==> src/rtl/ext_irq_pkg.sv <==
package ext_irq_pkg;

    // Polarity encoding used on edge_pol_i
    typedef enum logic {
        POL_FALL = 1'b0,
        POL_RISE = 1'b1
    } edge_pol_e;

    function automatic int regs_for(input int lines, input int width);
        return (lines + width - 1) / width;
    endfunction

    function automatic int sel_bits(input int regs);
        return (regs > 1) ? $clog2(regs) : 1;
    endfunction

endpackage

==> src/rtl/irq_pin_sync.sv <==
module irq_pin_sync #(
    parameter int N      = 12,
    parameter int STAGES = 2
) (
    input  logic         clk,
    input  logic         rst_n,
    input  logic [N-1:0] pin_i,
    output logic [N-1:0] cur_o,
    output logic [N-1:0] prev_o,
    output logic         prime_o
);
    localparam int FILL  = STAGES + 1;
    localparam int CNT_W = $clog2(FILL + 1);

    typedef struct packed {
        logic [STAGES-1:0][N-1:0] chain;
        logic [N-1:0]             prev;
        logic [CNT_W-1:0]         cnt;
    } sync_st_t;

    sync_st_t st_d, st_q;

    always_comb begin
        st_d          = st_q;
        st_d.chain[0] = pin_i;
        for (int s = 1; s < STAGES; s++) begin
            st_d.chain[s] = st_q.chain[s-1];
        end
        st_d.prev = st_q.chain[STAGES-1];
        if (st_q.cnt != CNT_W'(FILL)) begin
            st_d.cnt = st_q.cnt + 1'b1;
        end
    end

    always_ff @(posedge clk or negedge rst_n) begin
        if (!rst_n) begin
            st_q <= '0;
        end else begin
            st_q <= st_d;
        end
    end

    assign cur_o   = st_q.chain[STAGES-1];
    assign prev_o  = st_q.prev;
    assign prime_o = (st_q.cnt == CNT_W'(FILL));


    prime_hold_chk: assert property (@(posedge clk) disable iff (!rst_n)
        prime_o |=> prime_o);

endmodule

==> src/rtl/irq_edge_detect.sv <==
module irq_edge_detect
    import ext_irq_pkg::*;
#(
    parameter int N = 12
) (
    input  logic         clk,
    input  logic         rst_n,
    input  logic [N-1:0] cur_i,
    input  logic [N-1:0] prev_i,
    input  logic [N-1:0] pol_i,
    input  logic         prime_i,
    output logic [N-1:0] edge_o
);
    for (genvar g = 0; g < N; g++) begin : g_line
        logic rise_d, fall_d;
        always_comb begin
            rise_d = cur_i[g] & ~prev_i[g];
            fall_d = ~cur_i[g] & prev_i[g];
            if (!prime_i) begin
                edge_o[g] = 1'b0;
            end else if (edge_pol_e'(pol_i[g]) == POL_RISE) begin
                edge_o[g] = rise_d;
            end else begin
                edge_o[g] = fall_d;
            end
        end
    end


    edge_needs_change_chk: assert property (@(posedge clk) disable iff (!rst_n)
        (edge_o & ~(cur_i ^ prev_i)) == '0);


    edge_masked_chk: assert property (@(posedge clk) disable iff (!rst_n)
        !prime_i |-> (edge_o == '0));

endmodule

==> src/rtl/irq_flag_bank.sv <==
module irq_flag_bank
    import ext_irq_pkg::*;
#(
    parameter int N      = 12,
    parameter int DATA_W = 8,
    localparam int NREGS = regs_for(N, DATA_W),
    localparam int SEL_W = sel_bits(NREGS)
) (
    input  logic              clk,
    input  logic              rst_n,
    input  logic [N-1:0]      edge_i,
    input  logic              wr_i,
    input  logic [SEL_W-1:0]  sel_i,
    input  logic [DATA_W-1:0] wdata_i,
    output logic [N-1:0]      flags_o,
    output logic [DATA_W-1:0] rdata_o
);
    localparam int PAD_W    = NREGS * DATA_W;
    localparam int TOP_USED = N - (NREGS - 1) * DATA_W;

    typedef struct packed {
        logic [N-1:0] flag;
    } bank_st_t;

    bank_st_t st_d, st_q;
    logic [N-1:0]                   hit_d;
    logic [N-1:0]                   wbit_d;
    logic [PAD_W-1:0]               padded_d;
    logic [NREGS-1:0][DATA_W-1:0]   view_d;

    always_comb begin
        for (int i = 0; i < N; i++) begin
            hit_d[i]  = wr_i && ((i / DATA_W) == int'(sel_i));
            wbit_d[i] = wdata_i[i % DATA_W];
        end
    end

    always_comb begin
        st_d = st_q;
        for (int i = 0; i < N; i++) begin
            if (hit_d[i]) begin
                st_d.flag[i] = wbit_d[i];
            end
            if (edge_i[i]) begin
                st_d.flag[i] = 1'b1;
            end
        end
    end

    always_ff @(posedge clk or negedge rst_n) begin
        if (!rst_n) begin
            st_q <= '0;
        end else begin
            st_q <= st_d;
        end
    end

    assign flags_o  = st_q.flag;
    assign padded_d = PAD_W'(st_q.flag);

    for (genvar r = 0; r < NREGS; r++) begin : g_view
        assign view_d[r] = padded_d[r*DATA_W +: DATA_W];
    end

    always_comb begin
        if (int'(sel_i) < NREGS) begin
            rdata_o = view_d[sel_i];
        end else begin
            rdata_o = '0;
        end
    end


    sticky_flag_chk: assert property (@(posedge clk) disable iff (!rst_n)
        1'b1 |=> ((flags_o & $past(flags_o & ~hit_d)) == $past(flags_o & ~hit_d)));


    edge_wins_chk: assert property (@(posedge clk) disable iff (!rst_n)
        (|edge_i) |=> ((flags_o & $past(edge_i)) == $past(edge_i)));


    no_stray_set_chk: assert property (@(posedge clk) disable iff (!rst_n)
        1'b1 |=> ((flags_o & ~$past(flags_o) & ~$past(edge_i | (hit_d & wbit_d))) == '0));

    if (TOP_USED < DATA_W) begin : g_rsvd

        reserved_zero_chk: assert property (@(posedge clk) disable iff (!rst_n)
            (int'(sel_i) == NREGS - 1) |-> ((rdata_o >> TOP_USED) == '0));
    end

endmodule

==> src/rtl/ext_irq_flags.sv <==
module ext_irq_flags
    import ext_irq_pkg::*;
#(
    parameter int NUM_LINES   = 12,
    parameter int DATA_W      = 8,
    parameter int SYNC_STAGES = 2,
    localparam int NREGS      = regs_for(NUM_LINES, DATA_W),
    localparam int SEL_W      = sel_bits(NREGS)
) (
    input  logic                 clk,
    input  logic                 rst_n,
    input  logic [NUM_LINES-1:0] irq_pin_i,
    input  logic [NUM_LINES-1:0] edge_pol_i,
    input  logic [NUM_LINES-1:0] irq_en_i,
    input  logic [SEL_W-1:0]     reg_sel_i,
    input  logic                 reg_wr_i,
    input  logic [DATA_W-1:0]    reg_wdata_i,
    output logic [DATA_W-1:0]    reg_rdata_o,
    output logic [NUM_LINES-1:0] pend_o,
    output logic                 irq_o
);
    logic [NUM_LINES-1:0] cur_w, prev_w, edge_w, flags_w;
    logic                 prime_w;

    irq_pin_sync #(.N(NUM_LINES), .STAGES(SYNC_STAGES)) u_sync (
        .clk     (clk),
        .rst_n   (rst_n),
        .pin_i   (irq_pin_i),
        .cur_o   (cur_w),
        .prev_o  (prev_w),
        .prime_o (prime_w)
    );

    irq_edge_detect #(.N(NUM_LINES)) u_edge (
        .clk     (clk),
        .rst_n   (rst_n),
        .cur_i   (cur_w),
        .prev_i  (prev_w),
        .pol_i   (edge_pol_i),
        .prime_i (prime_w),
        .edge_o  (edge_w)
    );

    irq_flag_bank #(.N(NUM_LINES), .DATA_W(DATA_W)) u_bank (
        .clk     (clk),
        .rst_n   (rst_n),
        .edge_i  (edge_w),
        .wr_i    (reg_wr_i),
        .sel_i   (reg_sel_i),
        .wdata_i (reg_wdata_i),
        .flags_o (flags_w),
        .rdata_o (reg_rdata_o)
    );

    assign pend_o = flags_w & irq_en_i;
    assign irq_o  = |pend_o;


    pend_gate_chk: assert property (@(posedge clk) disable iff (!rst_n)
        (pend_o & ~irq_en_i) == '0);


    irq_quiet_chk: assert property (@(posedge clk) disable iff (!rst_n)
        (irq_en_i == '0) |-> !irq_o);

endmodule

==> config.mk <==
export PLATFORM = sky130hd
export DESIGN_NAME = ext_irq_flags
export DESIGN_NICKNAME = d
export VERILOG_FILES = /design/src/rtl/ext_irq_pkg.sv /design/src/rtl/irq_pin_sync.sv /design/src/rtl/irq_edge_detect.sv /design/src/rtl/irq_flag_bank.sv /design/src/rtl/ext_irq_flags.sv
export SDC_FILE = /design/constraint.sdc
export NUM_CORES = 1
export LEC_CHECK = 0
export ABC_AREA = 0
export CAP_MARGIN = 0
export CORE_UTILIZATION = 64
export CTS_CLUSTER_DIAMETER = 30
export DETAILED_ROUTE_END_ITERATION = 10
export DONT_BUFFER_PORTS = 1
export PLACE_DENSITY = 0.8
export SLEW_MARGIN = 10
export SYNTH_ARGS = -nofsm -noshare
export SYNTH_HDL_FRONTEND = slang
export SYNTH_HIERARCHICAL = 1
export SYNTH_SLANG_ARGS = --single-unit
==> constraint.sdc <==
create_clock -name clk -period 2.1 [get_ports clk]
set_input_delay 0.42 -clock clk [delete_from_list [all_inputs] [get_ports clk]]
set_output_delay 0.42 -clock clk [all_outputs]
set_load 0.005 [all_outputs]
==> results.md, run 1 <==
* Run status: completed
* Slew Viols, Final at 0
* CTS tree: yes
* DRT iter0 DRCs at 69
* Hold WC Path Type: input pin to flip-flop
* Routability Congestion at 0.7179
* Syn Inst Count at 177
* Grt ovf at 0
* Num ports at 69
* CP max FO at 3
* CTS Buf Count at 5
* Syn Area/Cell at 12.46 um2
* Clock period minus final worst setup slack at 1.866 ns
* MaxCap Viol Count at 0
* PwrDens at 759.5 nW/um2
* Clock sinks at 50
* Row cnt at 20
* Peak VDD IR at 0.5692 mV
* TNS Setup at 0 ns
* Starting Density at 69.96%
* Unique masters post-synth at 21
* Mapped cell area at 2206 um2
* H-tree depth at 2
* Endpoints failing hold at 0
* Leak at 0.9320 nW
* Layout Skew at 0.007055 ns
* Yosys reg bits at 50
* Final core utilization at 67.62%
* Total iterations of the first detailed-routing run at 4
* Slew Limit Headroom at 45.55%
* Unrepaired setup endpoints after global routing: no
* DR vias/cell at 6.054
* Final Setup Violations at 0
* Ant. Diodes at 0
* Syn_nets at 227
* Final HPWL DP at 2757 um
* Overall power at 1.619 mW
* Clk buf depth at 2
* Top delay family on crit path: simple AND/OR/NAND/NOR gates
* Die area at 3686 um2
* Crit-path slowest cell: dfrtp_1
* ANT nets after route at 0
* Sequential share of the synthesized area at 56.72%
* Port Buffer Count at 0
* First-pass GRT wire length at 5444 um
* Routed WL at 3703 um
* Core area at 3153 um2
* Layout cell share with drive strength beyond 1 at 11.25%
* Crit end category: output pin
* CP cell instances: and2_4 -> nor4_1 -> nand4_1
* DR WL/cell at 18.15 um
* Initial antenna violation count at 0
* Die height at 60.71 um
* Reg clk slew, reported paths at 0.12 ns
* Final Non-Filler Cells at 204
* Via count at 1,235
* Final period utilization at 88.87%
* Fin Hold WS at 0.09062 ns
* Kind of critical path: flip-flop to output pin
* Slew of the pin with the lowest slew margin at 0.8167 ns
* Slowest Stage Delay on Critical Path at 0.44 ns
* Drt drc at 0
* Yosys warns at 6
* Nets@finish at 210
* Vias in the first global route at 1,233
* DP Cell Count at 195
* Fmax at 535.8 MHz
* Post_cts resized at 0
* Largest net degree at the start of global routing at 51
* Area grow syn2layout at -3.347%
* Tot GR Track Use at 21.96%
* Root Driver: clkbuf_4
* Later-pin clock latency in the skew report at 0.34 ns
* Required time worst endpoint at 1.68 ns
* Worst Path Buf+Inv at 0
* CP arrival at 1.45 ns
* Startpoint types: flip-flop
* Die extent in x at 60.71 um
[cell usage in the layout, fill, tap and decap left out, drive strengths merged]
cell type / instances
dfrtp: 50
dlygate4sd3: 1
nor2: 18
buf: 3
nor2b: 5
mux2: 5
and2: 12
clkbuf: 7
a211o: 4
nor4: 2
xnor2: 1
nand2: 13
nand4: 1
nand4b: 12
ha: 2
mux2i: 8
nand4bb: 12
and3: 4
[repair_timing]
item,4_1_cts,5_1_grt
hold buffers,2,0
endpoints found under the hold margin,50,0
setup endpoints to repair,0,0
setup buffers,0,0
[cells in the mapped netlist]
master	number	area (um2)
xnor2_1	1	8.760
nand4_1	1	6.260
mux2_4	1	15.01
mux2_2	4	45.04
dfrtp_1	50	1251
nand4b_1	12	105.1
a211o_1	4	35.03
nand2_2	1	6.260
and3_1	4	25.02
nor2_1	18	67.56
nor2b_1	5	31.28
buf_6	1	11.26
ha_1	2	25.02
nand4bb_1	12	135.1
nor4_1	2	12.51
nand2_1	12	45.04
buf_12	1	20.02
and2_1	8	50.05
buf_4	26	195.2
and2_4	4	35.03
mux2i_1	8	80.08
[final timing paths]
kind                                         from           endpoint  slack [ns]  cells past startpoint
worst max-delay path            u_bank/flags_o[6]              irq_o        0.23                      3
min in group asynchronous                   rst_n  u_bank/flags_o[1]        0.58                      2
worst min register to register    u_sync/st_d[34]    u_sync/cur_o[8]        0.36                      0
max in group asynchronous                   rst_n    u_sync/cur_o[1]        1.30                      2
worst max register to register     u_sync/st_q[0]  u_bank/flags_o[4]        0.37                      5
worst min-delay path                 irq_pin_i[7]    u_sync/st_d[33]        0.09                      0
[kinds of logic (layout without fill, tap and decap cells)]
kind of cell / count (synthesis) / in the layout / synth area share [%]
and+or+nand+nor: 79 / 79 / 23.54
DFF: 50 / 50 / 56.72
buffers and inverters: 28 / 11 / 10.27
muxes: 13 / 13 / 6.353
AOI/OAI and AO/OA: 4 / 4 / 1.588
adders and majority gates: 2 / 2 / 1.134
xor gates and xnor gates: 1 / 1 / 0.3971
[per-stage QoR]
stage / instance area (um2) / setup WS, ns
floorplan: 2206 / 0.7156
global placement: 2049 / 0.5535
detailed placement: 2049 / 0.3956
CTS: 2132 / 0.1862
global route: 2132 / 0.1094
finish: 2132 / 0.2338
[per-layer routing]
| metal | part of all wire [%] | routed length, um | GRT usage, % |
|---|---|---|---|
| met5 | 0 | 0 | 0 |
| met3 | 9.5 | 350 | 9.595 |
| met2 | 50 | 1836 | 37.21 |
| met4 | 2.9 | 108 | 11.69 |
| met1 | 38 | 1409 | 23.10 |
[final cells by class]
class                   count  area (um2)
clock buffers               7       45.04
fillers                   226        1021
multi-input cells          99       728.2
flip-flops and latches     50        1251
well taps                  44       55.05
repair buffers              4       52.55
[sequential cells by signal, indices dropped and copies added (netlist names)]
name and cells:
u_bank/flags_o 12, u_sync/st_d 12, u_sync/cur_o 12, u_sync/st_q 2
u_sync/prev_o 12
[power breakdown]
part	internal, mW	switching [mW]	leakage (nW)
clock network	0.127	0.251	0.0254
registers	1.03	0.0420	0.561
logic	0.0888	0.0840	0.345
Note: power is estimated with default switching activity, not from simulation.
==> inputs of run 2 (changes only) <==
CORE_MARGIN = 2   (was default)
==> run 2 against run 1 <==
  * Critical path depth did not move
  * Cell area rose by 1.3%
  * Cell count rose by 0.98%
  * Largest cell class unchanged
==> results.md, run 2 (synthesized netlist as in run 1, its figures left out) <==
* Area grow syn2layout at -2.042%
* Ant. Diodes at 0 (unchanged)
* Slowest Stage Delay on Critical Path at 0.43 ns (about the same)
* H-tree depth at 2 (unchanged)
* Setup ws final at 0.2434 ns (+0.009651 ns)
* Row cnt at 21 (+5.0%)
* Global routing's busiest layer: met2
* Routability Congestion at 0.7907 (+10%)
* Die area at 3933 um2 (+6.7%)
* Required time worst endpoint at 1.68 ns (about the same)
* Worst R2R Setup Slack at 0.44 ns (+0.07 ns)
* Startpoint types: flip-flop
* Initial antenna violation count at 0 (unchanged)
* Nets@finish at 209 (-0.48%)
* TNS Setup at 0 ns (unchanged)
* Final period utilization at 88.41% (-0.46 points)
* Routed WL at 3566 um (-3.7%)
* PwrDens at 818.4 nW/um2 (+7.8%)
* Root Driver: clkbuf_4
* Slew Viols, Final at 0 (unchanged)
* Slew Limit Headroom at 50.53% (+5.0 points)
* Die height at 62.71 um (+3.3%)
* Most common cell after layout, fill and taps aside: dfrtp_1
* Layout Skew at 0.005974 ns (-0.001081 ns)
* Hold Path Stages at 0 (unchanged)
* Drt drc at 0 (unchanged)
* Clk buf depth at 2 (unchanged)
* CTS tree: yes
* Tot GR Track Use at 20.02% (-1.9 points)
* Hold WC Path Type: input pin to flip-flop
* DRT iter0 DRCs at 37 (-46%)
* DR WL/cell at 17.31 um (-4.6%)
* Num ports at 69 (unchanged)
* ANT nets after route at 0 (unchanged)
* Final HPWL DP at 2681 um (-2.7%)
* Kind of critical path: flip-flop to output pin
* Largest net degree at the start of global routing at 51 (unchanged)
* Final Setup Violations at 0 (unchanged)
* Slew of the pin with the lowest slew margin at 0.7421 ns (-0.07457 ns)
* Die extent in x at 62.71 um (+3.3%)
* Met1 Use GR at 22.74% (-0.36 points)
* Unrepaired setup endpoints after global routing: no
* Pre-CTS setup slack at 0.4802 ns (+0.08453 ns)
* Vias in the first global route at 1,250 (+1.4%)
* Grt ovf at 0 (unchanged)
* Worst Hold End: u_sync/st_d[26]
* Later-pin clock latency in the skew report at 0.35 ns (about the same)
* Port Buffer Count at 0 (unchanged)
* CP max FO at 3 (unchanged)
* Crit end category: output pin
* Met3 Use GR at 7.387% (-2.2 points)
* DR vias/cell at 5.752 (-5.0%)
* Peak VDD IR at 0.7171 mV (+26%)
* Crit-path slowest cell: dfrtp_1
* MaxCap Viol Count at 0 (unchanged)
* Reg-to-reg endpoint: u_bank/flags_o[3]
* Clock sinks at 50 (unchanged)
* CP cell instances: and2_4 -> nor4_1 -> nand4_1
* Hold_sp: irq_pin_i[0]
* Post_cts resized at 0 (unchanged)
* Met2 Track Usage GR at 34.14% (-3.1 points)
* CP arrival at 1.44 ns (about the same)
* Final core utilization at 65.27% (-2.4 points)
* CTS Buf Count at 5 (unchanged)
* Clock period minus final worst setup slack at 1.857 ns (-0.009651 ns)
* Leak at 0.9400 nW (+0.85%)
* First-pass GRT wire length at 5837 um (+7.2%)
* Run status: completed
* Via count at 1,185 (-4.0%)
* Fmax at 538.6 MHz (+0.52%)
* Layout cell share with drive strength beyond 1 at 11.88% (+0.62 points)
* Worst Path Buf+Inv at 0 (unchanged)
* Reg-to-reg startpoint: u_sync/st_q[0]
* Endpoints failing hold at 0 (unchanged)
* Starting Density at 66.63% (-3.3 points)
* Reg clk slew, reported paths at 0.13 ns (about the same)
* Core area at 3311 um2 (+5.0%)
* Top delay family on crit path: simple AND/OR/NAND/NOR gates
* FF-to-FF path depth at 5 (unchanged)
* Most frequent cells in the layout: dfrtp_1, nor2_1, nand4bb_1, nand4b_1, nand2_1
* Total iterations of the first detailed-routing run at 4 (unchanged)
[run 2: cell types whose count changed in the layout (fill, tap and decap cells not counted), sizes merged]
cell,change
bufinv,+1
clkbuf,-1
clkinvlp,+1
buf,-1
[run 2: worst max-delay path by stage]
stage / start / to / slack, ns / depth (start not counted)
global route: u_bank/flags_o[6] / irq_o / 0.16 / 3
global placement: u_sync/st_q[0] / u_bank/flags_o[1] / 0.62 / 5
finish: u_bank/flags_o[3] / irq_o / 0.24 / 3
detailed placement: u_sync/st_q[0] / u_bank/flags_o[2] / 0.48 / 5
CTS: u_bank/flags_o[6] / irq_o / 0.20 / 3
floorplan: u_sync/st_q[0] / u_bank/flags_o[11] / 0.72 / 6
[run 2: through the flow]
step | area (um2) | power, mW | hold slack [ns] | std cells
floorplan | 2206 | 1.233 | 0.1244 | 177
global route | 2161 | 1.861 | 0.01528 | 206
finish | 2161 | 1.768 | 0.07531 | 206
global placement | 2044 | 1.220 | 0.1254 | 196
CTS | 2161 | 1.791 | 0.05265 | 206
detailed placement | 2044 | 1.233 | 0.1254 | 196
[run 2: what timing repair did]
action	in CTS	in global routing
hold buffers	2	0
hold endpoints to repair	50	0
buffers inserted	0	0
[run 2: area by class of cell]
| type | count | area (um2) |
|---|---|---|
| Sequential cell | 50 | 1251 |
| Fill cell | 244 | 1150 |
| Multi-Input combinational cell | 99 | 728.2 |
| Tap cell | 46 | 57.56 |
| Timing Repair Buffer | 3 | 45.04 |
| Clock buffer | 6 | 41.29 |
| Clock inverter | 2 | 37.54 |
[run 2: routing by layer]
layer / part of all wire, % / routed length (um)
met4: 1.7 / 61
met5: 0 / 0
met2: 49 / 1762
met1: 40 / 1423
met3: 8.9 / 318
[run 2: power breakdown]
part | internal, mW | switching (mW) | leakage [nW]
registers | 1.03 | 0.0427 | 0.561
clock network | 0.251 | 0.280 | 0.0385
logic | 0.0875 | 0.0803 | 0.340
